[src/rtl/key_entry_pkg.sv]
package key_entry_pkg;

    localparam int BCD_W     = 4;
    localparam int SEG_W     = 7;
    localparam int NUM_KEYS  = 3;
    localparam int KEY_INC   = 0;
    localparam int KEY_DEC   = 1;
    localparam int KEY_SHIFT = 2;

    typedef logic [BCD_W-1:0] bcd_t;

    typedef enum logic [1:0] {
        DB_RELEASED,
        DB_PRESS_CONFIRM,
        DB_HELD,
        DB_RELEASE_CONFIRM
    } db_state_t;

    typedef enum logic [2:0] {
        ACT_NONE,
        ACT_CLEAR,
        ACT_SHIFT,
        ACT_INC,
        ACT_DEC
    } edit_act_t;

    // Active-high segment pattern, bit 0 = a ... bit 6 = g; codes above 9 blank.
    function automatic logic [SEG_W-1:0] bcd_to_seg(input bcd_t v);
        logic [SEG_W-1:0] s;
        case (v)
            4'd0:    s = 7'h3F;
            4'd1:    s = 7'h06;
            4'd2:    s = 7'h5B;
            4'd3:    s = 7'h4F;
            4'd4:    s = 7'h66;
            4'd5:    s = 7'h6D;
            4'd6:    s = 7'h7D;
            4'd7:    s = 7'h07;
            4'd8:    s = 7'h7F;
            4'd9:    s = 7'h6F;
            default: s = 7'h00;
        endcase
        return s;
    endfunction

    function automatic bcd_t bcd_up(input bcd_t v);
        return (v >= 4'd9) ? 4'd0 : v + 4'd1;
    endfunction

    function automatic bcd_t bcd_down(input bcd_t v);
        return (v == 4'd0 || v > 4'd9) ? 4'd9 : v - 4'd1;
    endfunction

endpackage

[src/rtl/key_debounce.sv]
module key_debounce
    import key_entry_pkg::*;
#(
    parameter int DEBOUNCE_CYCLES = 1_000_000
) (
    input  logic clk,
    input  logic clr,
    input  logic key_n_i,
    output logic press_o
);

    localparam int CNT_W = $clog2(DEBOUNCE_CYCLES + 1);
    localparam logic [CNT_W-1:0] CNT_LAST = CNT_W'(DEBOUNCE_CYCLES - 1);

    logic [1:0]       sync_q;
    logic             level_n;
    db_state_t        state_q, state_d;
    logic [CNT_W-1:0] cnt_q, cnt_d;
    logic             fire;

    always_ff @(posedge clk) begin
        if (clr) sync_q <= 2'b11;
        else     sync_q <= {sync_q[0], key_n_i};
    end

    assign level_n = sync_q[1];

    always_comb begin
        state_d = state_q;
        cnt_d   = cnt_q;
        fire    = 1'b0;
        unique case (state_q)
            DB_RELEASED: begin
                if (!level_n) begin
                    state_d = DB_PRESS_CONFIRM;
                    cnt_d   = '0;
                end
            end
            DB_PRESS_CONFIRM: begin
                if (level_n) begin
                    state_d = DB_RELEASED;
                end else if (cnt_q == CNT_LAST) begin
                    state_d = DB_HELD;
                    fire    = 1'b1;
                end else begin
                    cnt_d = cnt_q + CNT_W'(1);
                end
            end
            DB_HELD: begin
                if (level_n) begin
                    state_d = DB_RELEASE_CONFIRM;
                    cnt_d   = '0;
                end
            end
            DB_RELEASE_CONFIRM: begin
                if (!level_n) begin
                    state_d = DB_HELD;
                end else if (cnt_q == CNT_LAST) begin
                    state_d = DB_RELEASED;
                end else begin
                    cnt_d = cnt_q + CNT_W'(1);
                end
            end
            default: state_d = DB_RELEASED;
        endcase
    end

    always_ff @(posedge clk) begin
        if (clr) begin
            state_q <= DB_RELEASED;
            cnt_q   <= '0;
        end else begin
            state_q <= state_d;
            cnt_q   <= cnt_d;
        end
    end

    always_ff @(posedge clk) begin
        if (clr) press_o <= 1'b0;
        else     press_o <= fire;
    end

endmodule

[src/rtl/digit_editor.sv]
module digit_editor
    import key_entry_pkg::*;
#(
    parameter int NUM_DIGITS = 4
) (
    input  logic                                clk,
    input  logic                                clr,
    input  logic [NUM_KEYS-1:0]                 press_i,
    output logic [NUM_DIGITS-1:0][BCD_W-1:0]    digits_o
);

    edit_act_t act;
    logic [NUM_DIGITS-1:0][BCD_W-1:0] digits_q;

    // Clear first, then shift, increment, decrement.
    always_comb begin
        if (clr)                     act = ACT_CLEAR;
        else if (press_i[KEY_SHIFT]) act = ACT_SHIFT;
        else if (press_i[KEY_INC])   act = ACT_INC;
        else if (press_i[KEY_DEC])   act = ACT_DEC;
        else                         act = ACT_NONE;
    end

    // Single writer for every digit.
    always_ff @(posedge clk) begin
        unique case (act)
            ACT_CLEAR: digits_q    <= '0;
            ACT_SHIFT: digits_q    <= {digits_q[NUM_DIGITS-2:0], BCD_W'(0)};
            ACT_INC:   digits_q[0] <= bcd_up(digits_q[0]);
            ACT_DEC:   digits_q[0] <= bcd_down(digits_q[0]);
            ACT_NONE:  digits_q    <= digits_q;
            default:   digits_q    <= digits_q;
        endcase
    end

    assign digits_o = digits_q;

endmodule

[src/rtl/display_scan.sv]
module display_scan
    import key_entry_pkg::*;
#(
    parameter int NUM_DIGITS  = 4,
    parameter int SCAN_CYCLES = 100_000
) (
    input  logic                             clk,
    input  logic                             clr,
    input  logic [NUM_DIGITS-1:0][BCD_W-1:0] digits_i,
    output logic [SEG_W-1:0]                 seg_o,
    output logic [NUM_DIGITS-1:0]            dig_en_o
);

    localparam int SCAN_W = $clog2(SCAN_CYCLES + 1);
    localparam int IDX_W  = $clog2(NUM_DIGITS);
    localparam logic [SCAN_W-1:0] SCAN_LAST = SCAN_W'(SCAN_CYCLES - 1);
    localparam logic [IDX_W-1:0]  IDX_LAST  = IDX_W'(NUM_DIGITS - 1);

    logic [SCAN_W-1:0] tick_q;
    logic [IDX_W-1:0]  idx_q;

    always_ff @(posedge clk) begin
        if (clr) begin
            tick_q <= '0;
            idx_q  <= '0;
        end else if (tick_q == SCAN_LAST) begin
            tick_q <= '0;
            idx_q  <= (idx_q == IDX_LAST) ? '0 : idx_q + IDX_W'(1);
        end else begin
            tick_q <= tick_q + SCAN_W'(1);
        end
    end

    genvar g;
    generate
        for (g = 0; g < NUM_DIGITS; g++) begin : g_en
            assign dig_en_o[g] = (idx_q == IDX_W'(g));
        end
    endgenerate

    assign seg_o = bcd_to_seg(digits_i[idx_q]);

endmodule

[src/rtl/key_digit_entry.sv]
module key_digit_entry
    import key_entry_pkg::*;
#(
    parameter int DEBOUNCE_CYCLES = 1_000_000,
    parameter int SCAN_CYCLES     = 100_000,
    parameter int NUM_DIGITS      = 4
) (
    input  logic                          clk,
    input  logic                          clr,
    input  logic [NUM_KEYS-1:0]           key_n,
    output logic [NUM_DIGITS*BCD_W-1:0]   digits_o,
    output logic [SEG_W-1:0]              seg_o,
    output logic [NUM_DIGITS-1:0]         dig_en_o
);

    logic [NUM_KEYS-1:0]              press_pulse;
    logic [NUM_DIGITS-1:0][BCD_W-1:0] digit_vec;

    genvar k;
    generate
        for (k = 0; k < NUM_KEYS; k++) begin : g_key
            key_debounce #(
                .DEBOUNCE_CYCLES(DEBOUNCE_CYCLES)
            ) u_deb (
                .clk    (clk),
                .clr    (clr),
                .key_n_i(key_n[k]),
                .press_o(press_pulse[k])
            );
        end
    endgenerate

    digit_editor #(
        .NUM_DIGITS(NUM_DIGITS)
    ) u_edit (
        .clk     (clk),
        .clr     (clr),
        .press_i (press_pulse),
        .digits_o(digit_vec)
    );

    display_scan #(
        .NUM_DIGITS (NUM_DIGITS),
        .SCAN_CYCLES(SCAN_CYCLES)
    ) u_scan (
        .clk     (clk),
        .clr     (clr),
        .digits_i(digit_vec),
        .seg_o   (seg_o),
        .dig_en_o(dig_en_o)
    );

    assign digits_o = digit_vec;

endmodule

[config.mk]
export PLATFORM = sky130hd
export DESIGN_NAME = key_digit_entry
export DESIGN_NICKNAME = d
export VERILOG_FILES = /design/src/rtl/key_entry_pkg.sv /design/src/rtl/key_debounce.sv /design/src/rtl/digit_editor.sv /design/src/rtl/display_scan.sv /design/src/rtl/key_digit_entry.sv
export SDC_FILE = /design/constraint.sdc
export NUM_CORES = 1
export LEC_CHECK = 0
export ABC_AREA = 1
export BUFFER_PORTS_ARGS = -buffer_cell sky130_fd_sc_hd__buf_2
export CORE_UTILIZATION = 35
export CTS_CLUSTER_SIZE = 12
export DETAILED_ROUTE_END_ITERATION = 6
export GPL_TIMING_DRIVEN = 0
export PLACE_DENSITY = 0.54
export SYNTH_ARGS = -nofsm -noshare
export SYNTH_HDL_FRONTEND = slang
export SYNTH_SLANG_ARGS = --single-unit
[constraint.sdc]
create_clock -name clk -period 2.55 [get_ports clk]
set_input_delay 0.51 -clock clk [delete_from_list [all_inputs] [get_ports clk]]
set_output_delay 0.51 -clock clk [all_outputs]
set_load 0.1 [all_outputs]
==> flow_summary_export.csv, run 1 <==
group,metric,value,unit
power,power_switching,1030,uW
global_route,antenna_found_initial,0,
global_route,grt_pass1_wl,24500,um
sta,fmax,375,MHz
cells_and_area,mostFrequentLayoutCell,"nand2_1",
sta,timing.final.crit_period,2.67,ns
clock_network,cts-root-buf,"clkbuf_16",
die,initial_utilization,35.8,%
worst_hold_path,hp-class,"input port to flop",
cells_and_area,area_growth,19.4,%
sta,maxSlewViolCount,0,
sta,min_period_over_period,105,%
synthesis,synthesis.area,0.00617,mm2
setup_path,cp.required,2.04,ns
setup_path,crit_family,"buffers and inverters",
clock_network,clk_path_buf_depth,2,
setup_path,slowest_stage,"dfxtp_4",
sta,fin_tns_setup,-0.305,ns
global_route,grt_pass1_vias,5151,
sta,fin_ws,-0.117,ns
die,rows,48,
synthesis,syn_nets,925,
cells_and_area,fin_nets,979,
synthesis,synth_seq_cells,110,
setup_path,path_common_cell,"inv_2",
detailed_routing,vias_per_cell,4.73,
sta,finalSetupViolCount,5,
synthesis,synth_cell_types,42,
synthesis,yosysWarnings,0,
die,boundaryPins,32,
setup_path,start_kind,"flop",
setup_path,arrival,2.16,ns
global_route,grt_max_degree,21,
run_status,status,"complete, but fails checks",
synthesis,synth_edf_count,16,
die,die_h,135,um
power,pwr-share-comb,10.7,%
sta,slew-limit-headroom,50.6,%
sta,tightest_slew,0.734,ns
sta,rsz0062_at_grt,"yes",
sta,hold_viol_final,0,
detailed_routing,wire_per_inst,12.1,um
placed_design,placed_area,0.00675,mm2
setup_path,worstPathMaxFanout,8,
cells_and_area,utilization,42.7,%
cells_and_area,final_cell_mix,"nand2_1 (183), nor2_1 (159), inv_1 (100), dfxtp_1 (92), nand3_1 (72)",
detailed_routing,drt_wl_total,14400,um
synthesis,synthCells,902,
placed_design,hpwl,10600,um
flow_run,maxCapViolCount,0,
setup_path,timing.critical_path.buf_inv,5,
synthesis,seq_area_frac_synth,38.3,%
clock_network,cts_buffers,9,
setup_path,max_stage_delay,0.37,ns
power,seq_power_share,48.5,%
power,power_density,502,mW/mm2
die,coreArea,0.0172,mm2
global_route,grt_remaining_overflow,0,
clock_network,htree_levels,3,
sta,finalClockSkew,0.0129,ns
placed_design,portBuffers,31,
detailed_routing,first_pass_iters,4,
power,p_leak,0.00276,uW
setup_path,cp-end-kind,"output pin",
power,ir_drop,0.405,mV
synthesis,synth_top_flop_cell,"dfxtp_1",
cells_and_area,diodes,0,
detailed_routing,via_count,5611,
global_route,grt_usage,16.7,%
die,die_area,0.0182,mm2
clock_network,clkTransAtPathRegs,0.09,ns
power,p_int,2670,uW
detailed_routing,drc,0,
power,clockPowerShare,40.8,%
setup_path,cp_cell_sequence,"buf_8 -> nor2_4 -> inv_2 -> a32oi_4 -> inv_2 -> ha_4 -> inv_2 -> o21ai_2 -> nand2_2 -> nand2_8 -> buf_12",
sta,worst_hold_slack,0.347,ns
clock_network,cts_tree,"built",
power,p_total,3700,uW
detailed_routing,ant_nets,0,
run_status,violations,"negative setup slack",
cells_and_area,drive_above_1_share,15.6,%
clock_network,insertion_delay,0.37,ns
clock_network,cts.sinks,110,
power,switching_share,27.8,%
setup_path,worst-setup-path-type,"flop to output pin",
placed_design,gp_congestion,0.820,
detailed_routing,drt_iter0_markers,266,
synthesis,async_flop_share,0,%
die,die_w,135,um
synthesis,postSynthAreaPerCell,6.84,um2
cells_and_area,design_area,0.00736,mm2
==> layer usage <==
metal | vias to the layer above | wire [um] | GRT usage [%]
li1 | 3010 | - | -
met1 | 2503 | 7180 | 22.1
met2 | 85 | 6500 | 27.4
met3 | 13 | 463 | 3.00
met4 | 0 | 225 | 5.37
met5 | - | 0 | 0
==> sequential cells by signal, summed over array words and instances, names as in the netlist, named ones only <==
register and flops:
g_key.u_deb.cnt_q 60, g_key.u_deb.press_o 3, g_key.u_deb.state_q 3, g_key.u_deb.sync_q 6
u_edit.digits_o 16, u_scan.idx_q 2, u_scan.tick_q 17
==> cells in the mapped netlist, types with 3 or more instances <==
master | n | share of area, %
edfxtp_1 | 16 | 7.8
nand2_1 | 200 | 12
xnor2_1 | 5 | 0.71
a21oi_2 | 3 | 0.43
nor4_1 | 6 | 0.61
nor2_1 | 160 | 9.7
nand4_1 | 21 | 2.1
nor3b_1 | 6 | 0.73
o21ai_0 | 34 | 2.8
nand3_2 | 3 | 0.49
clkbuf_1 | 8 | 0.49
buf_6 | 4 | 0.73
dfxtp_1 | 94 | 31
buf_2 | 3 | 0.24
inv_1 | 111 | 6.8
nor3_1 | 32 | 2.6
a21oi_1 | 42 | 3.4
nand2_2 | 5 | 0.51
ha_1 | 18 | 3.7
nand3_1 | 73 | 5.9
nor2_2 | 5 | 0.51
buf_4 | 4 | 0.49
nor3_2 | 4 | 0.65
or2_2 | 8 | 0.81
xor2_1 | 15 | 2.1
==> power by group through the flow <==
stage	clock (uW)	sequential (uW)	combinational (uW)
floorplan	0	1910	209
CTS	1550	1790	390
finish	1510	1790	397
global placement	0	1840	348
global route	1630	1800	425
detailed placement	0	1840	349
==> timing repair <==
action / CTS / global route
buffers inserted: 10 / 2
hold buffers: 0 / 0
setup endpoints to repair: 7 / 7
pin swaps: 5 / 9
gates cloned: 0 / 0
gates resized for setup: 41 / 20
hold endpoints to repair: 0 / 0
==> per-stage QoR <==
step | instances | worst slack (ns)
2_1_floorplan | 902 | -0.295
3_3_place_gp | 1158 | -0.295
3_5_place_dp | 1158 | -0.325
4_1_cts | 1184 | -0.131
5_1_grt | 1186 | -0.177
6_report | 1186 | -0.117
==> cell families (layout without fill, tap and decap cells) <==
| family | count (synthesis) | count (layout) | synth area share (%) |
|---|---|---|---|
| and+or+nand+nor | 531 | 531 | 38.2 |
| buffers and inverters | 133 | 192 | 8.89 |
| DFF | 110 | 110 | 38.3 |
| AOI/OAI and AO/OA | 89 | 89 | 7.83 |
| xor gates and xnor gates | 21 | 21 | 3.10 |
| adders and majority gates | 18 | 18 | 3.65 |
==> worst paths after layout <==
check                                         startpoint  cells past startpoint                       end  slack (ns)
worst max-delay path                     u_scan.idx_q[0]                     11                  seg_o[3]       -0.12
worst min-delay path                            key_n[0]                      2  g_key[0].u_deb.sync_q[0]        0.35
worst max register to register    g_key[0].u_deb.press_o                      4        u_edit.digits_o[8]        0.34
worst min register to register  g_key[1].u_deb.sync_q[0]                      1  g_key[1].u_deb.sync_q[1]        0.41
==> area by class of cell <==
cell class                 instances  area (um2)
timing repair buffer              43         358
multi-input combinational        659        3480
inverter                         114         433
buffer                            19         130
clock inverter                     7        83.8
clock buffer                       9         225
tap                              225         282
sequential                       110        2370
fill                            1783        9880
Power figures use the tool's default switching activity.
==> run 2: changes to the inputs <==
- CORE_MARGIN: unset -> 1
- PLACE_DENSITY: 0.54 -> unset
- PLACE_DENSITY_LB_ADDON: unset -> 0.25
==> run 2 against run 1 <==
  * The run still ends with negative setup slack left
  * Flip-flop and latch count did not move
  * Register-to-register slack improved by 0.17 ns
  * Wire length fell by 0.29%
  * Final area rose by 0.32%
  * Maximum frequency rose by 1.7%
  * Hold slack improved by 0.017 ns
  * First-iteration DRC count rose by 6.4%
  * Worst setup slack improved by 0.044 ns
==> flow_summary_export.csv, run 2 (synthesis gave the netlist of run 1 again) <==
group,metric,value,unit
run_status,status,"complete, but fails checks",
run_status,violations,"negative setup slack",
detailed_routing,drc,0,
die,boundaryPins,32,
setup_path,cp.required,2.04,ns
sta,finalClockSkew,0.0106,ns
detailed_routing,wire_per_inst,12.0,um
clock_network,cts-root-buf,"clkbuf_16",
placed_design,portBuffers,31,
global_route,grt_remaining_overflow,0,
die,die_h,135,um
clock_network,insertion_delay,0.36,ns
setup_path,timing.critical_path.buf_inv,3,
cells_and_area,drive_above_1_share,15.3,%
setup_path,slowest_stage,"dfxtp_4",
sta,min_period_over_period,103,%
global_route,grt_usage,16.3,%
sta,finalSetupViolCount,3,
cells_and_area,mostFrequentLayoutCell,"nand2_1",
sta,fin_ws,-0.0728,ns
detailed_routing,first_pass_iters,5,
sta,timing.final.crit_period,2.62,ns
setup_path,worstPathMaxFanout,5,
detailed_routing,drt_wl_total,14300,um
sta,hold_viol_final,0,
setup_path,max_stage_delay,0.37,ns
detailed_routing,vias_per_cell,4.75,
sta,fmax,381,MHz
clock_network,cts_buffers,9,
sta,tightest_slew,0.739,ns
setup_path,reg2reg_setup_slack,0.51,ns
setup_path,path_common_cell,"nand2_4",
power,p_leak,0.00278,uW
sta,slew-limit-headroom,50.2,%
sta,rsz0062_at_grt,"yes",
clock_network,clkTransAtPathRegs,0.08,ns
global_route,antenna_found_initial,0,
setup_path,worst-setup-path-type,"flop to output pin",
clock_network,htree_levels,3,
clock_network,cts.sinks,110,
power,power_density,480,mW/mm2
cells_and_area,area_growth,19.7,%
die,rows,48,
worst_hold_path,hp-class,"input port to flop",
setup_path,arrival,2.11,ns
die,coreArea,0.0172,mm2
setup_path,cp-end-kind,"output pin",
placed_design,gp_congestion,0.893,
clock_network,cts_tree,"built",
placed_design,hpwl,10400,um
die,die_w,135,um
sta,maxSlewViolCount,0,
power,ir_drop,0.343,mV
global_route,grt_max_degree,19,
setup_path,start_kind,"flop",
detailed_routing,drt_iter0_markers,283,
die,initial_utilization,35.8,%
detailed_routing,ant_nets,0,
setup_path,crit_family,"simple AND/OR/NAND/NOR gates",
setup_path,cp_cell_sequence,"buf_6 -> a21oi_1 -> a32oi_4 -> buf_4 -> ha_4 -> or2_4 -> nand2_4 -> nand2_4 -> nand2_8 -> buf_12",
cells_and_area,diodes,0,
cells_and_area,final_cell_mix,"nand2_1 (185), nor2_1 (160), inv_1 (102), dfxtp_1 (92), nand3_1 (72)",
cells_and_area,fin_nets,987,
flow_run,maxCapViolCount,0,
cells_and_area,num-fill-cells,1771,
detailed_routing,via_count,5677,
sta,worst_hold_slack,0.364,ns
global_route,grt_pass1_wl,23700,um
die,die_area,0.0182,mm2
cells_and_area,largest_reg_flops,60,
global_route,grt_pass1_vias,5057,
clock_network,clk_path_buf_depth,2,
cells_and_area,utilization,42.8,%
cells_and_area,largest-register,"g_key.u_deb.cnt_q",
==> run 2: cell count changes in the layout (fill, tap and decap cells not counted), moves of 3 or more <==
| cell | previous run | this run |
|---|---|---|
| buf_4 | 14 | 22 |
| inv_2 | 11 | 8 |
| nand2_2 | 15 | 9 |
| nand2_4 | 4 | 8 |
| o21ai_1 | 1 | 4 |
| o21ai_2 | 5 | 2 |
==> run 2: worst register-to-register path, cell delays in order (launching register included) <==
cell	delay (ns)
dfxtp_1	0.35
inv_1	0.05
o21ai_0	0.39
clkbuf_1	0.43
nand2_1	0.45
==> run 2: what timing repair did <==
item	in CTS	in global routing
pin swaps	4	8
resized for setup	37	22
setup buffers	10	9
endpoints found under the setup margin	7	7
hold buffers	0	0
gates cloned	1	0
==> run 2: final timing paths <==
path | endpoint | from | cells after the start
worst min-delay path | g_key[1].u_deb.sync_q[0] | key_n[1] | 2
worst min register to register | g_key[1].u_deb.sync_q[1] | g_key[1].u_deb.sync_q[0] | 1
worst max register to register | u_edit.digits_o[11] | g_key[0].u_deb.press_o | 4
worst max-delay path | seg_o[5] | u_scan.idx_q[0] | 10
==> run 2: per-layer routing <==
layer / part of all wire, % / vias up / GRT usage (%)
met5: 0 / - / 0
met4: 1.4 / 0 / 4.68
met3: 2.9 / 17 / 3.34
met2: 46 / 82 / 26.8
met1: 49 / 2547 / 21.4
li1: - / 3031 / -
==> run 2: cell type report <==
| class | count | area [um2] | share of cell area (%) |
|---|---|---|---|
| inverters | 114 | 435 | 5.90 |
| flip-flops and latches | 110 | 2370 | 32.1 |
| clock buffers | 10 | 229 | 3.10 |
| well taps | 225 | 282 | 3.81 |
| repair buffers | 51 | 427 | 5.78 |
| plain buffers | 19 | 126 | 1.71 |
| clock inverters | 6 | 46.3 | 0.627 |
| multi-input cells | 659 | 3470 | 47.0 |
==> run 2: metrics by stage <==
stage	setup TNS (ns)	instances	cell area, um2	setup WS [ns]	power, uW
floorplan	-1.47	902	6310	-0.295	2120
global placement	-1.54	1158	6750	-0.259	2180
detailed placement	-2.49	1158	6750	-0.260	2180
CTS	-0.579	1185	7230	-0.142	3580
global route	-0.747	1194	7380	-0.158	3680
finish	-0.173	1194	7380	-0.0728	3550
==> run 2: report_power, final <==
| part | switching [uW] | total, uW | internal, uW |
|---|---|---|---|
| logic | 290 | 405 | 116 |
| registers | 17.3 | 1790 | 1770 |
| clock network | 677 | 1350 | 671 |
==> run 3: changes to the inputs <==
- CORE_UTILIZATION: 35 -> 62
- RECOVER_POWER: unset -> 100
- clock period: 2.55 -> 2.88 ns (I/O delays scaled with it)
==> run 3 against run 2 <==
  * The flow now finishes without violations
  * Total power fell by 21%
  * Flip-flop and latch count did not move
  * Critical path depth rose by 1
  * Global-route usage rose by 12 points
  * Clock skew rose by 0.0037 ns
  * Utilization rose by 27 points
  * Final cell count fell by 8.5%
  * Largest cell class unchanged
==> flow_summary_export.csv, run 3 (synthesis gave the netlist of run 1 again) <==
group,metric,value,unit
run_status,status,"finished clean",
global_route,antenna_found_initial,0,
power,power_density,415,mW/mm2
setup_path,cp_cell_sequence,"inv_2 -> nor2_4 -> inv_1 -> a32oi_2 -> buf_4 -> ha_1 -> or2_4 -> nand2_1 -> nand2_1 -> nand2_2 -> buf_6",
setup_path,r2r-start,"g_key[2].u_deb.cnt_q[0]",
detailed_routing,via_count,5815,
die,die_area,0.0104,mm2
sta,finalClockSkew,0.0143,ns
setup_path,slowest_stage,"edfxtp_1",
cells_and_area,drive_above_1_share,8.34,%
global_route,grt_remaining_overflow,0,
sta,fmax,359,MHz
setup_path,reg2regPathDepth,9,
power,clockPowerShare,32.5,%
setup_path,worstPathMaxFanout,3,
die,die_h,102,um
clock_network,cts_tree,"built",
detailed_routing,first_pass_iters,4,
setup_path,crit_family,"buffers and inverters",
cells_and_area,multiInputGateArea,0.00325,mm2
detailed_routing,drt_wl_total,13600,um
cells_and_area,fin_nets,977,
clock_network,htree_levels,3,
cells_and_area,area_growth,9.66,%
die,initial_utilization,63.7,%
cells_and_area,num-fill-cells,852,
setup_path,path_common_cell,"nand2_1",
power,ir_drop,0.273,mV
sta,tightest_slew,1.20,ns
setup_path,start_kind,"flop",
cells_and_area,largest-register,"g_key.u_deb.cnt_q",
sta,maxSlewViolCount,0,
cells_and_area,largest_reg_flops,60,
die,die_w,102,um
sta,fin_tns_setup,0,ns
power,p_int,2010,uW
detailed_routing,vias_per_cell,5.33,
sta,finalSetupViolCount,0,
flow_run,maxCapViolCount,0,
worst_hold_path,hp-class,"input port to flop",
placed_design,hpwl,9780,um
cells_and_area,mostFrequentLayoutCell,"nand2_1",
clock_network,clk_path_buf_depth,2,
clock_network,cts.sinks,110,
setup_path,cp.required,2.30,ns
clock_network,cts-root-buf,"clkbuf_8",
setup_path,rr_endpoint,"g_key[2].u_deb.cnt_q[14]",
die,boundaryPins,32,
sta,timing.final.crit_period,2.79,ns
detailed_routing,drc,0,
cells_and_area,ff_latch_area,0.00237,mm2
sta,fin_ws,0.0920,ns
setup_path,worst-setup-path-type,"flop to output pin",
setup_path,arrival,2.21,ns
power,switching_share,28.1,%
placed_design,gp_congestion,0.929,
setup_path,cp-end-kind,"output pin",
die,coreArea,0.00968,mm2
setup_path,reg2reg_setup_slack,0.46,ns
power,power_switching,789,uW
clock_network,insertion_delay,0.38,ns
cells_and_area,final_cell_mix,"nand2_1 (195), nor2_1 (162), inv_1 (106), dfxtp_1 (92), nand3_1 (75)",
placed_design,pre_cts_ws,-0.0372,ns
power,pwr-share-comb,10.9,%
setup_path,timing.critical_path.buf_inv,4,
global_route,grt_pass1_wl,22800,um
die,rows,36,
cells_and_area,diodes,0,
global_route,grt_max_degree,19,
global_route,grt_pass1_vias,5160,
clock_network,clkTransAtPathRegs,0.10,ns
power,seq_power_share,56.7,%
power,p_leak,0.00254,uW
detailed_routing,ant_nets,0,
sta,min_period_over_period,96.8,%
placed_design,portBuffers,31,
setup_path,endpoint,"seg_o[6]",
setup_path,max_stage_delay,0.46,ns
cells_and_area,utilization,69.8,%
setup_path,cp_num_cells,11,
detailed_routing,wire_per_inst,12.5,um
global_route,grt_usage,27.9,%
setup_path,cp-startpoint,"u_edit.digits_o[0]",
clock_network,cts_buffers,9,
sta,hold_viol_final,0,
sta,slew-limit-headroom,20.4,%
detailed_routing,drt_iter0_markers,269,
==> run 3: how the worst min path moves through the flow <==
stage          slack [ns]  cells past startpoint                  endpoint                     start
2_1_floorplan        0.39                      1  g_key[0].u_deb.sync_q[1]  g_key[0].u_deb.sync_q[0]
3_3_place_gp         0.39                      1  g_key[0].u_deb.sync_q[1]  g_key[0].u_deb.sync_q[0]
3_5_place_dp         0.40                      1  g_key[0].u_deb.sync_q[1]  g_key[0].u_deb.sync_q[0]
4_1_cts              0.36                      2  g_key[2].u_deb.sync_q[0]                  key_n[2]
5_1_grt              0.36                      2  g_key[2].u_deb.sync_q[0]                  key_n[2]
6_report             0.37                      2  g_key[1].u_deb.sync_q[0]                  key_n[1]
==> run 3: power by group through the flow <==
stage | Sequential, uW | Clock, uW | Combinational [uW]
after floorplan | 1690 | 0 | 167
after global placement | 1620 | 0 | 282
after detailed placement | 1630 | 0 | 286
after CTS | 1590 | 932 | 306
after global routing | 1590 | 992 | 326
final | 1590 | 911 | 305
==> run 3: area by class of cell <==
cell class | count | area share [%]
buffer | 19 | 1.26
clock buffer | 11 | 2.26
clock inverter | 5 | 0.592
inverter | 114 | 6.33
multi-input combinational | 659 | 48.1
sequential | 110 | 35.0
tap | 133 | 2.46
timing repair buffer | 41 | 3.96
==> run 3: worst register-to-register path, stage by stage (launching register included) <==
cell and delay [ns]:
dfxtp_1 0.39, ha_1 0.22, nand3_1 0.21, nor3_1 0.33
nand3_4 0.18, nand2_1 0.31, clkbuf_1 0.42, nor2_1 0.10
nor2_1 0.10, nor2_1 0.05
==> run 3: routing by layer <==
| layer | GRT usage [%] | routed length (um) | part of all wire, % |
|---|---|---|---|
| met4 | 10.6 | 205 | 1.5 |
| met5 | 0 | 0 | 0 |
| met2 | 49.2 | 6600 | 49 |
| met1 | 34.3 | 6190 | 46 |
| met3 | 3.93 | 603 | 4.4 |
==> run 3: metrics by stage <==
step / std cells / instance area (um2) / power [uW] / hold WS (ns)
3_5_place_dp: 1066 / 6530 / 1910 / 0.397
6_report: 1092 / 6760 / 2800 / 0.371
2_1_floorplan: 902 / 6210 / 1860 / 0.389
3_3_place_gp: 1066 / 6530 / 1910 / 0.393
5_1_grt: 1092 / 6760 / 2910 / 0.362
4_1_cts: 1087 / 6830 / 2830 / 0.357
==> run 3: repair_timing <==
| item | CTS | global route |
|---|---|---|
| endpoints found under the setup margin | 7 | 7 |
| setup buffers | 5 | 5 |
| gates resized for setup | 20 | 17 |
| hold buffers | 0 | 0 |
| pin swaps | 1 | 3 |
